<file path="src/rtl/luma_pkg.sv">
package luma_pkg;

    localparam int LUMA_W   = 10;
    localparam int LUMA_MAX = (1 << LUMA_W) - 1;
    localparam int ACC_W    = 20;

    // halfband interpolator: 4 stored codes, centre tap passes through
    localparam int HB_TAPS   = 4;
    localparam int HB_CENTER = HB_TAPS / 2;
    localparam int HB_NEAR   = 9;
    localparam int HB_FAR    = 1;
    localparam int HB_SHIFT  = 4;

    typedef enum logic [1:0] {
        SRC_VIDEO = 2'd0,
        SRC_BLANK = 2'd1,
        SRC_SYNC  = 2'd2
    } luma_src_e;

    typedef struct packed {
        logic              vld;
        logic [LUMA_W-1:0] lvl;
    } luma_smp_t;

    function automatic logic [LUMA_W-1:0] clamp_u(input logic signed [ACC_W-1:0] v);
        logic signed [ACC_W-1:0] hi;
        hi = ACC_W'(LUMA_MAX);
        if (v < 0)
            return '0;
        else if (v > hi)
            return LUMA_W'(LUMA_MAX);
        else
            return v[LUMA_W-1:0];
    endfunction

    // mid-point between b and c, with outer neighbours a and d
    function automatic logic [LUMA_W-1:0] hb_mid(input logic [LUMA_W-1:0] a,
                                                 input logic [LUMA_W-1:0] b,
                                                 input logic [LUMA_W-1:0] c,
                                                 input logic [LUMA_W-1:0] d);
        logic signed [ACC_W-1:0] sa, sb, sc, sd, acc;
        sa  = ACC_W'(a);
        sb  = ACC_W'(b);
        sc  = ACC_W'(c);
        sd  = ACC_W'(d);
        acc = ACC_W'(HB_NEAR) * (sb + sc) - ACC_W'(HB_FAR) * (sa + sd)
              + ACC_W'(1 << (HB_SHIFT - 1));
        return clamp_u(acc >>> HB_SHIFT);
    endfunction

endpackage

</file>
<file path="src/rtl/luma_condition.sv">
module luma_condition
    import luma_pkg::*;
#(
    parameter int Y_W    = 8,
    parameter int G_W    = 8,
    parameter int G_FRAC = 7,
    parameter int OFS_W  = 10
) (
    input  logic                    clk,
    input  logic                    rst,
    input  logic                    y_valid,
    input  logic [Y_W-1:0]          y_in,
    input  logic [G_W-1:0]          gain,
    input  logic signed [OFS_W-1:0] offset,
    input  logic                    sync_active,
    input  logic                    blank_active,
    input  logic [LUMA_W-1:0]       sync_level,
    input  logic [LUMA_W-1:0]       blank_level,
    output luma_smp_t               smp
);
    localparam int PROD_W = Y_W + G_W;
    localparam int SHIFT  = G_FRAC - (LUMA_W - Y_W);

    logic [PROD_W-1:0]       prod;
    logic [PROD_W-1:0]       scaled;
    logic signed [ACC_W-1:0] biased;
    luma_src_e               src;
    logic [LUMA_W-1:0]       lvl_next;

    always_comb begin
        prod   = PROD_W'(y_in) * PROD_W'(gain);
        scaled = prod >> SHIFT;
        biased = $signed(ACC_W'(scaled)) + ACC_W'(offset);

        if (sync_active)
            src = SRC_SYNC;
        else if (blank_active)
            src = SRC_BLANK;
        else
            src = SRC_VIDEO;

        unique case (src)
            SRC_SYNC:  lvl_next = sync_level;
            SRC_BLANK: lvl_next = blank_level;
            default:   lvl_next = clamp_u(biased);
        endcase
    end

    always_ff @(posedge clk) begin
        if (rst) begin
            smp <= '0;
        end else begin
            smp.vld <= y_valid;
            if (y_valid)
                smp.lvl <= lvl_next;
        end
    end

endmodule

</file>
<file path="src/rtl/luma_halfband.sv">
module luma_halfband
    import luma_pkg::*;
(
    input  logic              clk,
    input  logic              rst,
    input  luma_smp_t         smp,
    output logic              hb_even,
    output logic [LUMA_W-1:0] hb_center,
    output logic [LUMA_W-1:0] luma_out
);
    logic [LUMA_W-1:0] taps [HB_TAPS];

    for (genvar i = 0; i < HB_TAPS; i++) begin : g_tap
        always_ff @(posedge clk) begin
            if (rst)
                taps[i] <= '0;
            else if (smp.vld)
                taps[i] <= (i == 0) ? smp.lvl : taps[(i == 0) ? 0 : i - 1];
        end
    end

    assign hb_center = taps[HB_CENTER];

    always_ff @(posedge clk) begin
        if (rst) begin
            hb_even  <= 1'b0;
            luma_out <= '0;
        end else begin
            hb_even  <= smp.vld;
            luma_out <= hb_even ? taps[HB_CENTER]
                                : hb_mid(taps[0], taps[1], taps[2], taps[3]);
        end
    end

endmodule

</file>
<file path="src/rtl/luma_interp_path.sv">
module luma_interp_path
    import luma_pkg::*;
#(
    parameter int Y_W    = 8,
    parameter int G_W    = 8,
    parameter int G_FRAC = 7,
    parameter int OFS_W  = 10
) (
    input  logic                    clk,
    input  logic                    rst,
    input  logic                    y_valid,
    input  logic [Y_W-1:0]          y_in,
    input  logic [G_W-1:0]          gain,
    input  logic signed [OFS_W-1:0] offset,
    input  logic                    sync_active,
    input  logic                    blank_active,
    input  logic [LUMA_W-1:0]       sync_level,
    input  logic [LUMA_W-1:0]       blank_level,
    output logic [LUMA_W-1:0]       luma_out
);
    luma_smp_t         smp;
    logic              hb_even;
    logic [LUMA_W-1:0] hb_center;

    luma_condition #(
        .Y_W(Y_W), .G_W(G_W), .G_FRAC(G_FRAC), .OFS_W(OFS_W)
    ) u_cond (
        .clk(clk), .rst(rst), .y_valid(y_valid), .y_in(y_in),
        .gain(gain), .offset(offset),
        .sync_active(sync_active), .blank_active(blank_active),
        .sync_level(sync_level), .blank_level(blank_level),
        .smp(smp)
    );

    luma_halfband u_hb (
        .clk(clk), .rst(rst), .smp(smp),
        .hb_even(hb_even), .hb_center(hb_center), .luma_out(luma_out)
    );

endmodule

</file>
<file path="config.mk">
export PLATFORM = sky130hd
export DESIGN_NAME = luma_interp_path
export DESIGN_NICKNAME = d
export VERILOG_FILES = /design/src/rtl/luma_pkg.sv /design/src/rtl/luma_condition.sv /design/src/rtl/luma_halfband.sv /design/src/rtl/luma_interp_path.sv
export SDC_FILE = /design/constraint.sdc
export NUM_CORES = 1
export LEC_CHECK = 0
export ABC_AREA = 1
export CORE_ASPECT_RATIO = 2
export CORE_MARGIN = 4
export CORE_UTILIZATION = 54
export DETAILED_ROUTE_END_ITERATION = 7
export GPL_ROUTABILITY_DRIVEN = 0
export PLACE_DENSITY_LB_ADDON = 0.3
export REMOVE_ABC_BUFFERS = 1
export SLEW_MARGIN = 20
export SYNTH_ARGS = -nofsm -noshare
export SYNTH_HDL_FRONTEND = slang
export SYNTH_SLANG_ARGS = --single-unit
</file>
<file path="constraint.sdc">
create_clock -name clk -period 6.95 [get_ports clk]
set_input_delay 0.695 -clock clk [delete_from_list [all_inputs] [get_ports clk]]
set_output_delay 0.695 -clock clk [all_outputs]
set_load 0.01 [all_outputs]
</file>
* Word-level counts from Yosys, hierarchy flattened
Memory sizes are Yosys's and may differ from the RTL's.
Index checks and enable logic that the tools add are counted.
** Word-level totals
- Register bits after elaboration :: 22
- Latch bits :: 0
- RAM bits :: 40
- ROM bits :: 0
- Bits of input ports :: 51
- Output and inout bits :: 10
- Logic and storage cells :: 39
- Memories kept :: 1
** Operators by class
- Add/subtract/negate cells :: 5
- $mul :: 2
- Div/mod/pow operators :: 0
- $lt $le $gt $ge :: 4
- Equality and inequality tests :: 2
- Shift operators :: 0
- Mux-type cells :: 17
- Bitwise gates (word level) :: 4
- Reductions and logical operators :: 0
** Memories
- u_hb.taps :: words 4, bits a word 10, rd ports 4, clocked after Yosys merged registers in 0, wr ports 4, RTL line luma_halfband.sv:11 : logic [LUMA_W-1:0] taps [HB_TAPS];
** Operators with widths (count)
- 2-to-1 mux 10 bit :: 9
- adder 10 x 10 -> 11 bit :: 2
- adder 20 x 5 -> 20 bit, second input constant :: 1
- multiplier 5 x 20 -> 20 bit, first input constant :: 1
- one-hot mux 10 bit (2 select lines) :: 1
- subtractor 20 bit :: 1
- greater-than comparator 16 x 11 -> 1 bit, second input constant :: 1
- less-than comparator 16 x 1 -> 1 bit, second input constant :: 1
- multiplier 8 x 8 -> 16 bit :: 1
- adder 12 x 10 -> 13 bit :: 1
- greater-than comparator 13 x 11 -> 1 bit, second input constant :: 1
- less-than comparator 13 x 1 -> 1 bit, second input constant :: 1
- 2-to-1 mux 1 bit :: 6
- bitwise OR 1 bit :: 4
- equality test 2 x 1 -> 1 bit, second input constant :: 1
- equality test 2 bit, second input constant :: 1
- 2-to-1 mux 2 bit :: 1

* Logic depth before layout (Yosys ltp)
An unclocked memory read counts as a cell.
- Word-level depth :: 9
- Mapped depth :: 34
- Gate-level depth less buffers :: 34

* Cells and area by module
A second synthesis with hierarchy kept.
** Unflattened totals
- Cell total of the unflattened synthesis :: 1113
- Area, all modules :: 7863.8 um^2
** By module, submodules not included
- luma_halfband :: times used 1, cells an instance 562, area an instance 4365.4 um^2, sequential area each 1421.4 um^2
- luma_condition :: times used 1, cells an instance 551, area an instance 3498.4 um^2, sequential area each 220.2 um^2

* Least setup slack after synthesis
No wires, ideal clock.
- Kind :: input to register
- Start point :: input port gain[7]
- End point :: register, netlist name u_cond.smp[9]
- Library setup time :: 119 ps
- Arrival :: 5632 ps
- Required time :: 6831 ps
- Setup slack :: 1198 ps
- Stages :: 30
- Buffers on the path :: 1
- Path through :: clkbuf_1 > nand2_1 > fa_1 > fa_1 > inv_1 > fa_1 > fa_1 > ha_1 > a21oi_1 > o21a_1 > o21ai_2 > a21o_1 > nand2_1 > nand2_1 > nand3_2 > nand2_1 > nand2_1 > nand2_1 > ha_1 > nand2_1 > nand2_1 > nand3_1 > o21ai_0 > nor2_1 > nand3_1 > xor2_1 > o21ai_2 > nand2_1 > nand2_1 > a21oi_1
** On the way
- Longest elaborated chain between the ends :: 6
- Elaborated cells between the ends (all ways) :: 7
- Classes of those cells :: add/sub (1); mul (1); order compare (2); mux (3)
** Ends and longest elaborated chain
- from (decl) :: RTL line luma_interp_path.sv:13 : input logic [G_W-1:0] gain,
- multiplier 8 x 8 -> 16 bit * :: RTL line luma_condition.sv:31 : prod = PROD_W'(y_in) * PROD_W'(gain);
- adder 12 x 10 -> 13 bit * :: RTL line luma_condition.sv:33 : biased = $signed(ACC_W'(scaled)) + ACC_W'(offset);
- greater-than comparator 13 x 11 -> 1 bit :: RTL line luma_pkg.sv:30 : else if (v > hi)
- 2-to-1 mux 10 bit :: RTL line luma_pkg.sv:30
- 2-to-1 mux 10 bit * :: RTL line luma_pkg.sv:28 : if (v < 0)
- one-hot mux 10 bit (2 select lines) * :: RTL line luma_condition.sv:42 : unique case (src)
Mark *: on every way between the ends. The rest lies on a longest branch, timed or not.
A chain may end at the register's enable or synchronous reset.

* Worst setup path in the final report
- Start point :: input port gain[6]
- End point :: register, netlist name u_cond.smp[5]
** On the way
- Longest elaborated chain between the ends :: 6
- Elaborated cells between the ends (all ways) :: 7
- Classes of those cells :: add/sub (1); mul (1); order compare (2); mux (3)
** Ends and longest elaborated chain (RTL line)
- multiplier 8 x 8 -> 16 bit * :: luma_condition.sv:31
- adder 12 x 10 -> 13 bit * :: luma_condition.sv:33
- greater-than comparator 13 x 11 -> 1 bit :: luma_pkg.sv:30
- 2-to-1 mux 10 bit :: luma_pkg.sv:30
- 2-to-1 mux 10 bit * :: luma_pkg.sv:28
- one-hot mux 10 bit (2 select lines) * :: luma_condition.sv:42
Marked as above.

==> run metrics <==
status finished, final reports clean; number of H-tree levels 3; PostCTS Resize Cnt 0; first-pass GRT wire length 30.7 mm; core area 0.0140 sq mm; multi-input logic area 0.00504 sq mm; Slew @ Worst Pin 0.716 ns; number of synthesized flops with an enable pin 40; Max Cap Viol 0; critical path type input port to register; WHS Path Cells 2; nets@finish 1,306; Pins Over Slew Limit 0; DPL Wire Length 15.3 mm; num ports 61; fill cell count 1,280; most frequent cells in the layout nand2_1, inv_1, ha_1; largest family of logic cells by synthesized area adder cells; leading area contributor after synthesis ha_1; Setup TNS 0 ns; RSZ-0062 raised after global routing false; Hold WS 0.455 ns; Startpoint Class input port; Rows 61; routed len/inst 14.1 um; Max VDD drop 0.000363 V; largest net degree at the start of global routing 41; Die Y 177 um; post-layout minimum cycle time 6.33 ns; DIE AREA 0.0164 sq mm; Synth Area in Adders 31.3%; crit end category register; post-synthesis mux area share 0%; critical path fanouts, max 10; ys flop type edfxtp_1; initial antenna violation count 0; layout cells sized above 1 3.74%; synth top area cells ha_1, edfxtp_1, nand2_1; post-synthesis async set-or-reset flop share 0%; post-synthesis cell count 1,042; period utilisation layout 91.0%; drt drc 0; fmax 0.158 GHz; Synth top area share 19.1%; Area Growth Syn to Fin 13.5%; Total GRT Usage 23.5%; Synth Register Bits 62; Clock Skews 0.00705 ns; clk sinks 62; post-synthesis xor/xnor area fraction 5.00%; Syn Std Cell Area 0.00771 sq mm; postcts setup bufs 0; synth warn 0; die width 92.5 um; TritonCTS clock tree built; Hold Vio Cnt, Final 0; remaining antenna violation count 0; violation count after the first detailed-route iteration 238; critical path arrival 6.59 ns; Hold Crit Class register to register; register area 0.00164 sq mm; sequential area share after synthesis 21.3%; via count 6,596; CTS Buf Count 9; port bufs 60; Post-Synth Simple-Gate Area 19.8%; number of global-route vias before repair 7,053; # hold bufs at CTS 0; setup violators final 0; Worst EP required 7.22 ns; Pwr Density 370 mW/mm^2; clock tree buffer depth 2; complex-gate fraction of the synthesized area 9.15%; Slew headroom 52.1%; distinct cell type count after synthesis 39; via/cell ratio 5.14; r2r worst-path depth 31; # diodes 0; Initial Util 55.2%; clock slew at reported path FFs 0.06 ns; P_leak 4.82 nW; Post-Route WL 18.1 mm; Post-Syn Area per Cell 7.40 sq um; gr ovfl total 0; Skew-Pair Late Insertion Delay 0.34 ns; root buffer cell clkbuf_16; commonest non-fill, non-tap cell in the layout nand2_1; first-pass detailed-route iteration total 4
## cells in the mapped netlist, types with 22 or more instances
library cell and n:
nand2_1 256, ha_1 118, inv_1 250, dfxtp_1 22, nand3_1 27, a21oi_1 66
xor2_1 25, fa_1 47, clkbuf_1 23, edfxtp_1 40, nor2_1 68
## layer usage
metal  part of all wire (%)  routed length, um  track usage, %
met4                    4.9                883            13.5
met2                     61              11000            49.3
met1                     33               5910            20.5
met3                    1.9                336            1.87
met5                      0                  0               0
## critical path, cell delays in order
cell and delay, ns:
clkdlybuf4s50_1 0.62, nand2_1 0.12, fa_1 0.52, fa_1 0.56
inv_1 0.06, fa_1 0.51, fa_1 0.50, ha_1 0.37
a21oi_1 0.22, o21a_1 0.17, o21ai_2 0.07, a21o_1 0.18
nand2_1 0.06, nand2_1 0.08, xor2_1 0.16, ha_1 0.38
nand2_1 0.12, o21bai_1 0.22, nand3_1 0.15, nand3_1 0.11
nand2_1 0.05, nand2_1 0.10, nand2_1 0.09, nor2_4 0.23
nand2_1 0.10, a21oi_1 0.14
## layout make-up
type,count,share of cell area (%)
multi-input cells,704,57.5
flip-flops and latches,62,18.7
inverters,252,10.8
repair buffers,61,6.94
well taps,189,2.70
clock buffers,9,2.57
clock inverters,7,0.714
## where the power goes
part           switching [mW]  total [mW]  internal, mW  leakage [nW]
Clock                   0.189       0.438         0.249         0.139
Sequential             0.0205       0.460         0.440         0.610
Combinational            1.43        2.35         0.917          4.07
Total                    1.64        3.24          1.61          4.82
## through the flow
stage	util, %	power, mW	instances	setup WS, ns	area (sq um)
after global placement	60.6	2.77	1268	0.407	8470
after global routing	62.7	3.57	1284	0.249	8760
after detailed placement	60.6	2.79	1268	0.270	8470
final	62.7	3.24	1284	0.624	8760
after floorplan	-	2.22	1018	1.46	7620
after CTS	62.7	3.25	1284	0.631	8760
## registers in the layout, summed over array words and instances (netlist names)
register / cells
u_hb.luma_out: 10
u_hb.hb_even: 1
u_cond.smp: 11
u_hb.taps: 40
## path summary, 6_finish.rpt
path / from / slack, ns / end
worst min register to register: u_cond.smp[10]$_SDFF_PP0_ / 0.46 / u_hb.hb_even$_SDFF_PP0_
worst max register to register: u_hb.taps[0][0]$_SDFFCE_PN0P_ / 1.42 / u_hb.luma_out[8]$_SDFF_PP0_
worst max-delay path: gain[6] / 0.62 / u_cond.smp[5]$_SDFFE_PP0P_
worst min-delay path: u_cond.smp[10]$_SDFF_PP0_ / 0.46 / u_hb.hb_even$_SDFF_PP0_
## cells by family (layout without fill, tap and decap cells)
family / after synthesis / after routing
flops: 62 / 62
fa+ha+maj: 165 / 165
simple gates: 374 / 374
buf+inv: 276 / 329
compound gates: 121 / 121
xor+xnor: 44 / 44
No activity file was read; power rests on OpenSTA's default activity.
